### src/rtl/priv_return_unit.sv
module priv_return_unit #(
  parameter int XLEN = 32,
  parameter int SW = 32,
  parameter logic [SW-1:0] RST_STATUS = 'h4
) (
  input  logic            clk,
  input  logic            rst_n,
  input  logic [4:0]      op_i,
  input  logic            status_we_i,
  input  logic [SW-1:0]   status_wdata_i,
  input  logic            epc_we_i,
  input  logic [XLEN-1:0] epc_wdata_i,
  input  logic            errpc_we_i,
  input  logic [XLEN-1:0] errpc_wdata_i,
  input  logic            depc_we_i,
  input  logic [XLEN-1:0] depc_wdata_i,
  input  logic            dbg_enter_i,
  input  logic            ll_set_i,
  input  logic [XLEN-1:0] ll_addr_i,
  output logic [SW-1:0]   status_o,
  output logic            res_vld_o,
  output logic [SW-1:0]   res_o,
  output logic            redir_vld_o,
  output logic [XLEN-1:0] redir_pc_o,
  output logic            dm_o,
  output logic            ll_valid_o,
  output logic [XLEN-1:0] ll_addr_o,
  output logic [1:0]      mode_o
);
  localparam int IE = 0;
  localparam int EXL = 1;
  localparam int ERL = 2;
  localparam int KSU = 3;

  logic [SW-1:0]   status_q, status_d;
  logic [XLEN-1:0] epc_q, errpc_q, depc_q, ret_pc;

  wire do_di    = op_i[0];
  wire do_ei    = op_i[1];
  wire do_eret  = op_i[2];
  wire do_eretk = op_i[3];
  wire do_dret  = op_i[4];
  wire ret_exc  = do_eret | do_eretk;
  wire any_op   = |op_i;

  always_comb begin
    status_d = status_q;
    if (!any_op && status_we_i) begin
      status_d = status_wdata_i;
      if (status_wdata_i[KSU+:2] == 2'b11) status_d[KSU+:2] = status_q[KSU+:2];
    end
    if (do_di) status_d[IE] = 1'b0;
    if (do_ei) status_d[IE] = 1'b1;
    if (ret_exc) begin
      if (status_q[ERL]) status_d[ERL] = 1'b0;
      else               status_d[EXL] = 1'b0;
    end
  end

  assign ret_pc = do_dret ? depc_q : (status_q[ERL] ? errpc_q : epc_q);

  always_ff @(posedge clk) begin
    if (!rst_n) begin
      status_q    <= RST_STATUS;
      epc_q       <= '0;
      errpc_q     <= '0;
      depc_q      <= '0;
      res_vld_o   <= 1'b0;
      res_o       <= '0;
      redir_vld_o <= 1'b0;
      redir_pc_o  <= '0;
      dm_o        <= 1'b0;
      ll_valid_o  <= 1'b0;
      ll_addr_o   <= '0;
    end else begin
      status_q    <= status_d;
      res_vld_o   <= do_di | do_ei;
      if (do_di | do_ei) res_o <= status_q;
      redir_vld_o <= ret_exc | do_dret;
      if (ret_exc | do_dret) redir_pc_o <= ret_pc;
      if (epc_we_i)   epc_q   <= epc_wdata_i;
      if (errpc_we_i) errpc_q <= errpc_wdata_i;
      if (depc_we_i)  depc_q  <= depc_wdata_i;
      if (do_dret)          dm_o <= 1'b0;
      else if (dbg_enter_i) dm_o <= 1'b1;
      if (do_eret) begin
        ll_valid_o <= 1'b0;
        ll_addr_o  <= XLEN'(1);
      end else if (ll_set_i) begin
        ll_valid_o <= 1'b1;
        ll_addr_o  <= ll_addr_i;
      end
    end
  end

  assign status_o = status_q;
  assign mode_o = status_q[ERL] ? 2'd3 : (status_q[EXL] ? 2'd0 : status_q[KSU+:2]);

  AST_OP_ONEHOT: assert property (@(posedge clk) disable iff (!rst_n) $onehot0(op_i));
  AST_REDIR_CAUSE: assert property (@(posedge clk) disable iff (!rst_n)
    redir_vld_o |-> $past(op_i[2] | op_i[3] | op_i[4]));
  AST_DI_CLEARS: assert property (@(posedge clk) disable iff (!rst_n)
    do_di |=> (!status_o[IE] && res_vld_o));
  AST_EI_SETS: assert property (@(posedge clk) disable iff (!rst_n)
    do_ei |=> (status_o[IE] && res_vld_o));
  AST_ERL_RETURN: assert property (@(posedge clk) disable iff (!rst_n)
    (ret_exc && status_q[ERL]) |=> (!status_o[ERL] && $stable(status_o[EXL]) && redir_pc_o == $past(errpc_q)));
  AST_EXL_RETURN: assert property (@(posedge clk) disable iff (!rst_n)
    (ret_exc && !status_q[ERL]) |=> (!status_o[EXL] && redir_pc_o == $past(epc_q)));
  AST_ERET_LL_BREAK: assert property (@(posedge clk) disable iff (!rst_n)
    do_eret |=> (!ll_valid_o && ll_addr_o == XLEN'(1)));
  AST_ERETK_LL_KEEP: assert property (@(posedge clk) disable iff (!rst_n)
    (do_eretk && !ll_set_i) |=> ($stable(ll_valid_o) && $stable(ll_addr_o)));
  AST_DRET: assert property (@(posedge clk) disable iff (!rst_n)
    do_dret |=> (!dm_o && $stable(status_o)));
  AST_KSU_LEGAL: assert property (@(posedge clk) disable iff (!rst_n)
    status_o[KSU+:2] != 2'b11);
  AST_WRITE_DROPPED: assert property (@(posedge clk) disable iff (!rst_n)
    (op_i[3] || op_i[4]) |=> $stable(status_o[SW-1:KSU]));
endmodule

### config.mk
export PLATFORM = sky130hd
export DESIGN_NAME = priv_return_unit
export DESIGN_NICKNAME = d
export VERILOG_FILES = /design/src/rtl/priv_return_unit.sv
export SDC_FILE = /design/constraint.sdc
export NUM_CORES = 1
export LEC_CHECK = 0
export BUFFER_PORTS_ARGS = -buffer_cell sky130_fd_sc_hd__buf_2
export CORE_ASPECT_RATIO = 0.7
export CORE_MARGIN = 5
export CORE_UTILIZATION = 53
export DETAILED_ROUTE_END_ITERATION = 10
export PLACE_DENSITY = 0.93
export SYNTH_ARGS = -nofsm -noshare
export SYNTH_HDL_FRONTEND = slang
export SYNTH_SLANG_ARGS = --single-unit
### constraint.sdc
create_clock -name clk -period 3.22 [get_ports clk]
set_clock_uncertainty 0.05 [all_clocks]
set_input_delay 0.322 -clock clk [delete_from_list [all_inputs] [get_ports clk]]
set_output_delay 0.322 -clock clk [all_outputs]
set_load 0.02 [all_outputs]
-- Word level (Yosys, flattened, before mapping)
Cells that the tools add are included.
- equal/unequal tests: 1
- mux-type cells: 12
- bitwise logic cells: 5
- reduce and logical (&&, ||, !) cells: 8
- operator list (operator ; count):
    2-to-1 mux 32 bit ; 2
    2-to-1 mux 1 bit ; 6
    2-to-1 mux 2 bit ; 3
    OR reduction 5 bit ; 1
    OR reduction 2 bit ; 2
    2-to-1 mux 3 bit ; 1
    OR 1 bit ; 3
    nonzero test 3 bit ; 1
    equality test 2 bit (second input constant) ; 1
    inverter 1 bit ; 2
    AND reduction 2 bit ; 1
    nonzero test 2 bit ; 1
    logical AND 1 bit ; 1
    logical NOT 1 bit ; 1
- register bits after elaboration: 228
- input bits: 173
- output and inout bits: 134
- word-level logic and storage cells: 41

-- Logic depth before layout (Yosys ltp)
- depth in word-level cells: 6
- gate-level depth with buffers: 6
- depth with buffers taken out: 3

-- Worst setup path after synthesis
No wires, ideal clock.
- path kind: flip-flop to flip-flop
- from: register status_q[2], in the netlist status_o[2]
- to: register redir_pc_o[26]
- setup time: 115 ps
- data arrival time: 1290 ps
- required time: 3055 ps
- slack: 1765 ps
- cell stages (with the launch flop): 5
- path buffers: 2
- clock period less this slack: 1455 ps
- cells stage by stage: dfxtp_1 > buf_4 > buf_2 > mux2i_1 > a2111oi_0
- cells in the longest elaborated chain, start to end: 2
- RTL lines (what ; line ; source):
    from (decl) ; 35 ; logic [SW-1:0] status_q, status_d;
    from (signal assigned) ; 76 ; status_q <= status_d;
    2-to-1 mux 32 bit (2 in series) ; 60 ; assign ret_pc = do_dret ? depc_q : (status_q[ERL] ? errpc_q : epc_q);
    to (signal assigned) ; 80 ; if (ret_exc | do_dret) redir_pc_o <= ret_pc;
    to (decl) ; 24 ; output logic [XLEN-1:0] redir_pc_o,
No other way between the ends.
A chain may end at the register's enable or synchronous reset.

-- Worst setup path in the final report
- from: register status_q[2], in the netlist status_o[2]
- to: register redir_pc_o[27]
Same word-level chain as after synthesis.

==> results.md <==
Floorplan:
- The core region is 16,200 µm².
- The die width is 163 µm.
- The number of cell rows is 39.
- The die area is 19,000 µm².
- For this configuration, the core starts out at a cell density of 53.5%.
- From bottom edge to top edge, the die measures 117 µm.
- The I/O pin count is 307.

Cells and area:
- Compared with the post-synthesis result, the final layout area differs by 27.1%.
- The share of post-route cells with drive strength above 1 is 30.7%.
- After filler insertion, the fill cell instance count of the layout stands at 1,273.
- The net count of the finished layout is 1,341.
- Cells fill 68.0% of the core in the end.

Synth:
- Averaged over all synthesized cells, the footprint is 9.61 µm².
- Counting every instance in the synthesized netlist gives 902.
- The number of nets in the synthesized netlist is 1,075.
- The synthesized cell area is 8660 µm².
- The async set or reset register ratio after synthesis is 0%.
- Ranked by total cell area, the synthesized netlist is headed by dfxtp_1 53%, mux2i_1 18%, nor2_1 5.9%.
- The synthesized design contains 228 register bits.
- Counting instances in the post-synthesis netlist gives the leading cell types as 228 x dfxtp_1, 160 x mux2i_1, 136 x nor2_1.
- The fraction of post-synthesis cell area in the top cell type by area is 52.7%.
- The most frequently used cell type in the post-synthesis netlist is dfxtp_1.
- The most area-hungry cell type in the Yosys netlist is dfxtp_1.
- The Yosys step of the flow raised 0 warnings.
- The number of synthesized flops with an enable pin is 0.
- After synthesis, flip-flops and latches occupy 52.7% of the total area.
- The distinct cell type count after synthesis is 27.
- In the synthesized netlist the dominant register cell turns out to be dfxtp_1.

Timing:
- The number of failing setup endpoints in the final timing report is 0.
- Measured against its own limit, the worst slew margin works out to 25.3%.
- Setup repair after global routing left no endpoint under its margin.
- After layout, the worst setup slack is 1.08 ns.
- The number of pins exceeding their max-slew limit in the final report was 0.
- In the final timing run, aggregate negative setup slack is 0 ns.
- The hold violation count in the final report came to 0.
- For the pin with the worst max-slew slack, the measured transition is 1.12 ns.
- For the finished layout, the period the worst path requires is 2.14 ns.
- The highest attainable clock frequency is 468 MHz.
- The final clock period utilization by the worst path is 66.3%.

Worst setup path:
- Data on the critical path is required at its endpoint by 3.50 ns.
- The critical path in this run is classified as flop to flop.
- Along the worst path, the maximum fanout reaches 21.
- The critical path's slowest cell is dfxtp_2.
- STA classifies the critical path endpoint as a flop.
- The critical path startpoint category is a flop.
- The endpoint arrival time on the critical path is 2.41 ns.
- The critical path goes through buf_4 -> mux2i_1 -> a2111oi_0.
- The worst stage delay on the critical path is 0.73 ns.

Route:
- The number of iterations in the first detailed-routing pass is 5.
- The total detailed-routing wirelength is 24.7 mm.
- Using the TritonRoute via totals, the vias-per-cell ratio works out to 5.39.
- The post-detailed-route DRC marker count is 0.
- The routed layout has 7,603 vias.
- The post-detailed-route wirelength per cell is 17.5 µm.
- In this run the remaining antenna-violating nets after routing total 0.
- For this block, the initial DRC count from the detailed router was 746.

GRT:
- Entering global routing, the biggest net connects 90 pins.
- The via count of the first global-routing pass is 7,303.
- The total global routing track utilization is 24.3%.
- After global routing the overflow that remains totals 0.
- The number of antenna violations at the first check in global routing is 7.
- The first global-routing pass estimated 37.7 mm of wire.

CTS:
- The buffer depth of the longest clock path is 3.
- The number of sinks on the clock net is 228.
- The number of clock buffers inserted by TritonCTS is 22.
- The clock latency of the later-clocked register in the worst-skew pair is 0.49 ns.
- The number of H-tree branching levels is 1.
- Clock-pin slew was measured on the worst setup and hold paths at 0.07 ns.
- In this run the clock root is driven by a clkbuf_16.
- TritonCTS built the clock tree.

Place:
- The quantity of I/O buffers inserted on ports is 306.
- The minimum setup slack after placement is 1.22 ns.
- Once detailed placement completed, the half-perimeter wirelength came to 17.2 mm.
- The placer congestion estimate is 0.863.

Pwr:
- The peak supply drop is 407 µV.
- The power density normalized to cell area is 567 nW/µm².
- The analysis attributes to cell leakage a power of 5.20 nW.
- The total power draw is 6.24 mW.

Worst hold path:
- The worst hold path belongs to the class input pin to flop.

Run status:
- The run finished with clean final reports.

Flow run:
- The tool flagged a number of max-cap violations equal to 0.
critical path, delay by kind of cell, from the launching register on:
kind | cells | cell delay [ns]
buffers and inverters | 1 | 0.42
AO/OA/AOI/OAI | 1 | 0.61
multiplexers | 1 | 0.14
flip-flops | 1 | 0.73
registers in the layout (all words and copies together), names as in the netlist:
signal / count
redir_pc_o: 32
ll_valid_o: 1
res_vld_o: 1
status_o: 32
epc_q: 32
dm_o: 1
redir_vld_o: 1
res_o: 32
depc_q: 32
ll_addr_o: 32
errpc_q: 32
worst paths after layout:
check                                            start                          end  depth (start not counted)  slack [ns]
worst max-delay path            status_o[2]$_SDFF_PN1_  redir_pc_o[27]$_SDFFE_PN0P_                          3        1.08
worst min-delay path                  depc_wdata_i[30]      depc_q[30]$_SDFFE_PN0P_                          3        0.02
worst max register to register  status_o[2]$_SDFF_PN1_  redir_pc_o[27]$_SDFFE_PN0P_                          3        1.08
worst min register to register  res_o[18]$_SDFFE_PN0P_       res_o[18]$_SDFFE_PN0P_                          2        0.40
power breakdown:
| part | total, mW | internal (mW) | switching (mW) |
|---|---|---|---|
| logic | 0.648 | 0.275 | 0.372 |
| registers | 3.02 | 2.95 | 0.0782 |
| clock network | 2.57 | 1.50 | 1.07 |
layout by cell type, fill, tap and decap left out, drive strengths merged, types with 2 or more instances in the layout:
master,count
buf,316
dfxtp,228
mux2i,160
nor2,136
nand2,67
a21oi,61
nor3,35
nor2b,32
a2111oi,32
clkbuf,31
nand3,29
o21ai,29
clkinv,5
dlygate4sd3,4
clkinvlp,3
inv,3
diode,2
a21o,2
or2,2
o221a,2
nand4b,2
metrics by stage:
step	cell area [µm²]	hold WS [ns]	cells
6_report	11000	0.0160	1411
5_1_grt	11000	0.00457	1411
4_1_cts	11000	0.00125	1409
3_5_place_dp	10200	0.392	1365
2_1_floorplan	8660	0.395	902
3_3_place_gp	10200	0.385	1365
cell type report:
type	count	area, µm²	share of cell area (%)
Clock buffer	31	656	5.96
Antenna cell	2	5.00	0.0455
Multi-Input combinational cell	593	3750	34.1
Tap cell	225	282	2.56
Timing Repair Buffer	320	1660	15.1
Inverter	3	13.8	0.125
Clock inverter	9	77.6	0.705
Sequential cell	228	4570	41.5
what timing repair did:
action	in CTS	in global routing
hold buffers	4	0
hold endpoints to repair	4	0
gates resized for setup	0	0
setup buffers	0	0
routing by layer:
layer | wire length, µm | part of all wire, % | global-route usage [%] | vias to the layer above
met5 | 60 | 0.24 | 0 | -
met4 | 484 | 2.0 | 6.31 | 8
met3 | 2210 | 9.0 | 7.21 | 54
met2 | 11900 | 48 | 41.8 | 341
met1 | 10000 | 41 | 30.2 | 3555
li1 | - | - | - | 3645
logic make-up after synthesis:
family	synth area share, %
DFF	52.7
buffers and inverters	4.25
and+or+nand+nor	15.6
AOI/OAI and AO/OA	8.98
muxes	18.5
(Power assumes the default switching activity.)
